==> config.mk <==
export PLATFORM = sky130hd
export DESIGN_NAME = amc_bank_ctrl
export DESIGN_NICKNAME = d
export VERILOG_FILES = /design/src/rtl/amc_pkg.sv /design/src/rtl/amc_regfile.sv /design/src/rtl/amc_bank_decode.sv /design/src/rtl/amc_bank_ctrl.sv
export SDC_FILE = /design/constraint.sdc
export NUM_CORES = 1
export LEC_CHECK = 0
export ABC_CLOCK_PERIOD_IN_PS = 3600
export CAP_MARGIN = 25
export CORE_AREA = 4 4 98 100
export CTS_CLUSTER_DIAMETER = 80
export DETAILED_ROUTE_END_ITERATION = 8
export DIE_AREA = 0 0 102 104
export DONT_BUFFER_PORTS = 1
export MAX_ROUTING_LAYER = met4
export PLACE_DENSITY_LB_ADDON = 0.3
export SYNTH_ARGS = -nofsm -noshare
export SYNTH_HDL_FRONTEND = slang
export SYNTH_SLANG_ARGS = --single-unit
==> constraint.sdc <==
create_clock -name clk -period 3.6 [get_ports clk]
set_input_delay 0.72 -clock clk [delete_from_list [all_inputs] [get_ports clk]]
set_output_delay 0.72 -clock clk [all_outputs]
set_load 0.05 [all_outputs]
==> src/rtl/amc_pkg.sv <==
package amc_pkg;
  localparam int NUM_BANKS = 4;
  localparam int NUM_BCTL  = 2;
  localparam int GLB_W     = 16;
  localparam int EN_LSB    = 1;
  localparam int EN_W      = 3;
  localparam int CNT_W     = $clog2(NUM_BANKS + 1);
  localparam int OFF_GLB   = 0;
  localparam int OFF_BCTL0 = 4;
  localparam int OFF_STEP  = 4;

  localparam logic [GLB_W-1:0] GLB_RST  = 16'h00F2;
  localparam logic [31:0]      BCTL_RST = 32'hFFC2_FFC2;

  typedef enum logic [1:0] {
    SZ_BYTE = 2'd0,
    SZ_HALF = 2'd1,
    SZ_WORD = 2'd2,
    SZ_RSVD = 2'd3
  } acc_size_e;
endpackage

==> src/rtl/amc_regfile.sv <==
module amc_regfile
  import amc_pkg::*;
#(
  parameter int OFF_W = 4
) (
  input  logic             clk,
  input  logic             rst,
  input  logic             acc_sel,
  input  logic             acc_we,
  input  logic [OFF_W-1:0] acc_off,
  input  logic [1:0]       acc_size,
  input  logic [31:0]      acc_wdata,
  output logic [EN_W-1:0]  en_field,
  output logic             rsp_valid,
  output logic [31:0]      rsp_rdata,
  output logic             rsp_err
);
  logic [GLB_W-1:0]    glb_q;
  logic [31:0]         bctl_q [NUM_BCTL];
  logic                glb_hit;
  logic [NUM_BCTL-1:0] bctl_hit;
  logic                off_ok, size_ok, acc_ok;
  logic [31:0]         rd_next;

  assign glb_hit = (acc_off == OFF_W'(OFF_GLB));

  for (genvar k = 0; k < NUM_BCTL; k++) begin : g_hit
    assign bctl_hit[k] = (acc_off == OFF_W'(OFF_BCTL0 + k * OFF_STEP));
  end

  always_comb begin
    off_ok  = glb_hit | (|bctl_hit);
    size_ok = glb_hit ? (acc_size == SZ_HALF) : (acc_size == SZ_WORD);
    acc_ok  = off_ok & size_ok;
  end

  always_ff @(posedge clk) begin
    if (rst) begin
      glb_q <= GLB_RST;
    end else if (acc_sel && acc_we && acc_ok && glb_hit) begin
      glb_q <= acc_wdata[GLB_W-1:0];
    end
  end

  always_ff @(posedge clk) begin
    for (int k = 0; k < NUM_BCTL; k++) begin
      if (rst) begin
        bctl_q[k] <= BCTL_RST;
      end else if (acc_sel && acc_we && acc_ok && bctl_hit[k]) begin
        bctl_q[k] <= acc_wdata;
      end
    end
  end

  always_comb begin
    rd_next = '0;
    if (acc_ok) begin
      if (glb_hit) rd_next = {{(32-GLB_W){1'b0}}, glb_q};
      for (int k = 0; k < NUM_BCTL; k++) begin
        if (bctl_hit[k]) rd_next = bctl_q[k];
      end
    end
  end

  always_ff @(posedge clk) begin
    if (rst) begin
      rsp_valid <= 1'b0;
      rsp_err   <= 1'b0;
      rsp_rdata <= '0;
    end else begin
      rsp_valid <= acc_sel;
      rsp_err   <= acc_sel & ~acc_ok;
      rsp_rdata <= (acc_sel && !acc_we) ? rd_next : '0;
    end
  end

  assign en_field = glb_q[EN_LSB +: EN_W];

  p_resp_after_strobe_r9: assert property (@(posedge clk) disable iff (rst)
    acc_sel |=> rsp_valid);
  p_no_resp_idle_r9: assert property (@(posedge clk) disable iff (rst)
    !acc_sel |=> (!rsp_valid && !rsp_err));
  p_err_in_resp_r9: assert property (@(posedge clk) disable iff (rst)
    rsp_err |-> rsp_valid);
  p_glb_hold_bad_r7: assert property (@(posedge clk) disable iff (rst)
    (acc_sel && acc_we && !acc_ok) |=> $stable(glb_q));

  for (genvar k = 0; k < NUM_BCTL; k++) begin : g_chk
    p_bctl_hold_bad_r8: assert property (@(posedge clk) disable iff (rst)
      (acc_sel && acc_we && !acc_ok) |=> $stable(bctl_q[k]));
  end
endmodule

==> src/rtl/amc_bank_decode.sv <==
module amc_bank_decode
  import amc_pkg::*;
#(
  parameter int                ADDR_W    = 32,
  parameter logic [ADDR_W-1:0] WIN_BASE  = '0,
  parameter int                BANK_LOG2 = 20
) (
  input  logic                 clk,
  input  logic                 rst,
  input  logic [ADDR_W-1:0]    addr,
  input  logic [CNT_W-1:0]     bank_cnt,
  output logic [NUM_BANKS-1:0] cs,
  output logic                 hit
);
  logic [ADDR_W-1:0] rel_addr;
  logic [ADDR_W-1:0] bank_no;
  logic              in_win;

  always_comb begin
    rel_addr = addr - WIN_BASE;
    bank_no  = rel_addr >> BANK_LOG2;
    in_win   = (bank_no < ADDR_W'(NUM_BANKS));
    hit      = in_win && (bank_no < ADDR_W'(bank_cnt));
  end

  for (genvar k = 0; k < NUM_BANKS; k++) begin : g_cs
    assign cs[k] = in_win && (bank_no == ADDR_W'(k)) && (CNT_W'(k) < bank_cnt);

    p_cs_enabled_r4: assert property (@(posedge clk) disable iff (rst)
      cs[k] |-> (bank_cnt > CNT_W'(k)));
  end

  p_cs_onehot_r3: assert property (@(posedge clk) disable iff (rst)
    $onehot0(cs));
  p_hit_agrees_r4: assert property (@(posedge clk) disable iff (rst)
    hit == (cs != '0));
endmodule

==> src/rtl/amc_bank_ctrl.sv <==
module amc_bank_ctrl
  import amc_pkg::*;
#(
  parameter int                ADDR_W    = 32,
  parameter logic [ADDR_W-1:0] WIN_BASE  = 32'h2000_0000,
  parameter int                BANK_LOG2 = 20,
  parameter int                OFF_W     = 4
) (
  input  logic                 clk,
  input  logic                 rst,
  input  logic                 acc_sel,
  input  logic                 acc_we,
  input  logic [OFF_W-1:0]     acc_off,
  input  logic [1:0]           acc_size,
  input  logic [31:0]          acc_wdata,
  output logic                 rsp_valid,
  output logic [31:0]          rsp_rdata,
  output logic                 rsp_err,
  input  logic [ADDR_W-1:0]    mem_addr,
  output logic [NUM_BANKS-1:0] mem_cs,
  output logic                 mem_hit
);
  logic [EN_W-1:0]  en_field;
  logic [CNT_W-1:0] bank_cnt;

  amc_regfile #(.OFF_W(OFF_W)) u_regs (
    .clk       (clk),
    .rst       (rst),
    .acc_sel   (acc_sel),
    .acc_we    (acc_we),
    .acc_off   (acc_off),
    .acc_size  (acc_size),
    .acc_wdata (acc_wdata),
    .en_field  (en_field),
    .rsp_valid (rsp_valid),
    .rsp_rdata (rsp_rdata),
    .rsp_err   (rsp_err)
  );

  // clamp of the enable field to the number of banks
  always_comb begin
    if (CNT_W'(en_field) > CNT_W'(NUM_BANKS)) bank_cnt = CNT_W'(NUM_BANKS);
    else                                      bank_cnt = CNT_W'(en_field);
  end

  amc_bank_decode #(
    .ADDR_W    (ADDR_W),
    .WIN_BASE  (WIN_BASE),
    .BANK_LOG2 (BANK_LOG2)
  ) u_dec (
    .clk      (clk),
    .rst      (rst),
    .addr     (mem_addr),
    .bank_cnt (bank_cnt),
    .cs       (mem_cs),
    .hit      (mem_hit)
  );

  p_cnt_bounded_r2: assert property (@(posedge clk) disable iff (rst)
    (en_field >= EN_W'(NUM_BANKS)) |-> (bank_cnt == CNT_W'(NUM_BANKS)));
endmodule

# [Yosys cells after proc, flatten, opt, wreduce, memory -nomap -nowiden]
# Memories as Yosys holds them, arrays and structs flattened.
# Cells that the tools add are included.
# Widths: inputs -> output; s select.
[word_totals] register_bits=50 latchBits=0 ram_bits=64 rom_bits=0 input_bits=74 output_inout_bits=39 word_cells=62 mem_count=1
[mem_list] name="u_regs.bctl_q" words=2 word_bits=32 read_ports=2 rd_ports_with_merged_regs=0 wr=2 line="amc_regfile.sv:19" text="logic [31:0] bctl_q [NUM_BCTL];"
[op_classes] n_addsub=1 mul=0 n_div=0 n_lt_le_gt_ge=7 eq_ne=7 shifts=0 muxes=15 bitwise_logic=7 reduce_logical=20
[op_table] operator="$mux 32" n=4
[op_table] operator="$logic_not 32->1" n=1
[op_table] operator="$sub 32x30->32 const B" n=1
[op_table] operator="$eq 12x2->1 const B" n=2
[op_table] operator="$mux 16" n=1
[op_table] operator="$logic_and 1x1->1" n=15
[op_table] operator="$eq 12x1->1 const B" n=1
[op_table] operator="$lt 12x3->1" n=1
[op_table] operator="$lt 12x3->1 const B" n=1
[op_table] operator="$mux 1" n=9
[op_table] operator="$lt 1x3->1 const A" n=2
[op_table] operator="$lt 2x3->1 const A" n=2
[op_table] operator="$eq 4x3->1 const B" n=1
[op_table] operator="$eq 4x4->1 const B" n=1
[op_table] operator="$logic_not 4->1" n=1
[op_table] operator="$gt 3x3->1 const B" n=1
[op_table] operator="$mux 3" n=1
[op_table] operator="$or 1x1->1" n=3
[op_table] operator="$reduce_or 3->1" n=1
[op_table] operator="$and 1x1->1" n=2
[op_table] operator="$eq 2x1->1 const B" n=1
[op_table] operator="$eq 2x2->1 const B" n=1
[op_table] operator="$not 1->1" n=2
[op_table] operator="$reduce_or 2->1" n=1
[op_table] operator="$logic_not 1->1" n=1

# [Depth between registers and ports, before layout]
[logic_depth] word_depth=10 mapped_depth=5 mapped_depth_nobuf=5

# [Cells and area by module]
# From an unflattened synthesis, not the netlist that was laid out.
[unflattened] cells_unflattened=414 area_unflattened_um2=4839.6
[modules_own_cells] mod="amc_regfile" n_inst=1 cells_each=386 area_each_um2=4605.7
[modules_own_cells] mod="amc_bank_decode" n_inst=1 cells_each=25 area_each_um2=217.7
[modules_own_cells] mod="amc_bank_ctrl" n_inst=1 cells_each=3 area_each_um2=16.3

# [Worst setup path before layout]
# OpenSTA, ideal clock, no wires.
[synth_timing] kind="input to output" from="input port mem_addr[20]" to="output port mem_hit" arrival_time_ns=3.800 required_time_ns=2.880 setup_slack_ns=-0.920 stages=3 n_path_buf=0 path_cell_list="or3b_2 a21o_1 a2111oi_0"
[synth_between] elab_chain_cells=3 word_cells_on_any_way=4
[synth_lines] element="start: declaration" line="amc_bank_ctrl.sv:19" text="input logic [ADDR_W-1:0] mem_addr,"
[synth_lines] element="$sub 32x30->32 (*)" line="amc_bank_decode.sv:20" text="rel_addr = addr - WIN_BASE;"
[synth_lines] element="$lt 12x3->1 (on tied branches)" line="amc_bank_decode.sv:22, amc_bank_decode.sv:23"
[synth_lines] element="$logic_and 1x1->1 (*)" line="amc_bank_decode.sv:23" text="hit = in_win && (bank_no < ADDR_W'(bank_cnt));"
[synth_lines] element="end: declaration" line="amc_bank_ctrl.sv:21" text="output logic mem_hit"
# Every way passes the cells marked *; elsewhere a longest branch is shown, timed or not.

# [Worst setup path after layout]
[layout_timing] from="register u_regs.glb_q[3]" to="output port mem_hit"
[layout_between] elab_chain_cells=4
[layout_lines] element="start: declaration" line="amc_regfile.sv:18" text="logic [GLB_W-1:0] glb_q;"
[layout_lines] element="start signal: assignment" line="amc_regfile.sv:41" text="glb_q <= acc_wdata[GLB_W-1:0];"
[layout_lines] element="$gt 3x3->1" line="amc_bank_ctrl.sv:42" text="if (CNT_W'(en_field) > CNT_W'(NUM_BANKS)) bank_cnt = CNT_W'(NUM_BANKS);"
[layout_lines] element="$mux 3 (*)" line="amc_bank_ctrl.sv:42"
[layout_lines] element="$lt 12x3->1 (*)" line="amc_bank_decode.sv:23"
[layout_lines] element="$logic_and 1x1->1 (*)" line="amc_bank_decode.sv:23"
# Marked as above.

==> results.py <==
metrics = {
    "timing": {
        "hold_viol": 0,
        "setup_tns_ns": 0,
        "tightest_slew_ns": 0.701,
        "min_period_ns": 2.90,
        "hold_ws_ns": 0.273,
        "slew_viol_final": 0,
        "min_period_over_period_pct": 80.6,
        "finClkSkew_ns": 0.00504,
        "rsz0062_at_grt": "no",
        "fmaxAchievable_mhz": 345,
        "slew_headroom_pct": 53.1,
        "finalSetupViolations": 0,
    },
    "setup_path": {
        "arrival_ns": 2.18,
        "worstPathMaxFanout": 8,
        "path_class": "flip-flop to primary output",
        "cp.required_ns": 2.88,
        "endpoint_kind": "primary output",
        "startpoint_type": "flip-flop",
    },
    "yosys": {
        "postSynthAreaPerCell_sq_um": 11.9,
        "synthTopCellsByArea": "edfxtp_1 (41%), dfxtp_1 (21%), nor3_1 (3.8%)",
        "synth-seq-cells": 114,
        "syn-instance-count": 400,
        "synthesis.area_sq_mm": 0.00474,
        "ys_warn_count": 0,
        "ys.flop_type": "edfxtp_1",
        "synth.yosys.seq_area_share_pct": 61.6,
        "synth_common_cells": "edfxtp_1 (64), dfxtp_1 (50), nor3_1 (36), nand2b_1 (25), clkbuf_1 (24)",
        "synth-async-reset-ratio_pct": 0,
        "synth_top_area_cell": "edfxtp_1",
        "synth_most_common_cell": "edfxtp_1",
        "synth_top_area_share_pct": 40.5,
        "synth_nets": 477,
        "synth-edff-count": 64,
        "synth_cell_type_count": 39,
    },
    "flow_run": {
        "cap_violations": 0,
    },
    "pwr": {
        "power.switching_mw": 0.638,
        "p_seq_share_pct": 42.7,
        "p_clk_share_pct": 54.2,
        "pwr-share-comb_pct": 3.1,
        "p_leak_nw": 1.86,
        "p_per_area_mw_per_mm2": 603,
        "intPower_mw": 2.71,
        "swShare_pct": 19.0,
        "ir_drop_mv": 0.326,
        "finalPower_mw": 3.35,
    },
    "die": {
        "coreArea_sq_mm": 0.00868,
        "io_pins": 113,
        "start_util_pct": 54.6,
        "die_w_um": 102,
        "die_h_um": 104,
        "rows": 34,
        "dieArea_sq_mm": 0.0106,
    },
    "routing": {
        "drt_wl_total_mm": 10.9,
        "ant_nets": 0,
        "dr_wl_met2_mm": 5.40,
        "met1Wirelength_mm": 4.30,
        "routed.top_layer": "met4",
        "drc": 0,
        "routedWlPerCell_um": 20.8,
        "drtIter0Drc": 214,
        "vias": 3250,
        "first_pass_iters": 4,
        "dr_wl_met3_mm": 1.04,
        "vias_per_cell": 6.20,
    },
    "cts": {
        "cts_buffers": 17,
        "insertion_delay_ns": 0.52,
        "post-cts-setup-buffer-count": 0,
        "clock_sinks": 114,
        "cts_max_level": 4,
        "cts_root_buf": "clkbuf_8",
        "clk_pin_slew_worst_paths_ns": 0.06,
        "ctsResizeCount": 0,
        "cts_buffer_depth": 2,
        "tritoncts": "built",
        "postCtsHoldBufs": 0,
    },
    "placed_design": {
        "hpwl_mm": 6.54,
        "portBuffers": 0,
        "gp_congestion": 0.724,
    },
    "run_status": {
        "status": "completed",
    },
    "grt": {
        "grt.overflow.total": 0,
        "grt_max_degree": 42,
        "grt_usage_pct": 22.1,
        "antenna_found_initial": 0,
        "first_global_vias": 3343,
        "grt_pass1_wl_mm": 17.3,
    },
    "cells_and_area": {
        "layout-drive-gt1-share_pct": 13.2,
        "area_growth_pct": 17.3,
        "nNetsFinal": 480,
        "diodes": 0,
    },
    "worst_hold_path": {
        "min_path_type": "primary input to flip-flop",
    },
}
[worst max-delay path, cell delays in order, from the launching register on]
cell       delay (ns)
dfxtp_1          0.38
or3b_2           0.49
a21o_1           0.20
a2111oi_2        0.34
buf_4            0.25
[sequential cells by signal, summed over array words and instances (netlist names)]
signal,cells
u_regs.bctl_q,64
u_regs.rsp_rdata,32
u_regs.glb_q,16
u_regs.rsp_err,1
u_regs.rsp_valid,1
[cell usage in the layout, fill, tap and decap left out, types with 3 or more instances in the layout]
cell,netlist,routed
nor4_2,1,3
or4bb_1,3,3
nand3_1,11,11
inv_1,4,4
a21oi_1,12,12
clkbuf_1,24,3
clkbuf_16,0,16
and3_1,15,15
buf_4,0,12
ha_1,3,3
edfxtp_1,64,64
dfxtp_1,50,50
o2bb2ai_1,16,16
nor3_1,36,36
nand2b_1,25,25
nor2_1,3,3
and2_1,11,11
a211o_1,5,5
o21bai_1,18,16
bufinv_16,0,6
nand2_1,4,4
o21ai_0,12,12
clkinv_2,0,3
or3_1,22,22
nand3b_1,17,17
a22oi_1,16,16
[stage by stage]
step,util (%),worst slack (ns),std cells,cell area [sq um]
after floorplan,-,0.0545,400,4760
after global placement,56.6,0.791,491,4910
after detailed placement,56.6,0.785,491,4910
after CTS,63.9,0.664,523,5550
after global routing,64.1,0.591,524,5560
final,64.1,0.700,524,5560
[metal layers]
layer,track usage [%],vias up
met5,-,-
met4,8.72,0
met3,8.18,12
met2,34.1,145
met1,26.0,1578
li1,-,1515
[kinds of logic (layout without fill, tap and decap cells)]
kind of cell,Yosys count,count (layout),share of synthesized area (%)
xor+xnor,1,1,0.185
fa+ha+maj,3,3,0.792
compound gates,82,82,12.3
flops,114,114,61.6
simple gates,165,165,22.1
buf+inv,35,51,2.96
[path summary, 6_finish.rpt]
kind / startpoint / to / slack (ns) / cells past startpoint
worst min-delay path: rst / u_regs.glb_q[11]$_SDFFE_PP0P_ / 0.27 / 1
worst min register to register: u_regs.glb_q[4]$_SDFFE_PP1P_ / u_regs.glb_q[4]$_SDFFE_PP1P_ / 0.47 / 1
worst max-delay path: u_regs.glb_q[3]$_SDFFE_PP0P_ / mem_hit / 0.70 / 4
worst max register to register: u_regs.glb_q[3]$_SDFFE_PP0P_ / u_regs.rsp_rdata[3]$_SDFF_PP0_ / 2.66 / 3
[cell type report]
cell class / instances / area, sq um
sequential: 114 / 2920
clock inverter: 12 / 211
tap: 108 / 135
timing repair buffer: 15 / 145
inverter: 4 / 15.0
fill: 647 / 3120
clock buffer: 20 / 425
multi-input combinational: 251 / 1710
[power by group through the flow]
stage	clock network (mW)	registers, mW	logic [mW]
after floorplan	0	1.45	0.0886
after global placement	0	1.45	0.101
after detailed placement	0	1.46	0.103
after CTS	1.83	1.43	0.103
after global routing	1.90	1.43	0.113
final	1.82	1.43	0.103
Note: power is estimated with default switching activity, not from simulation.
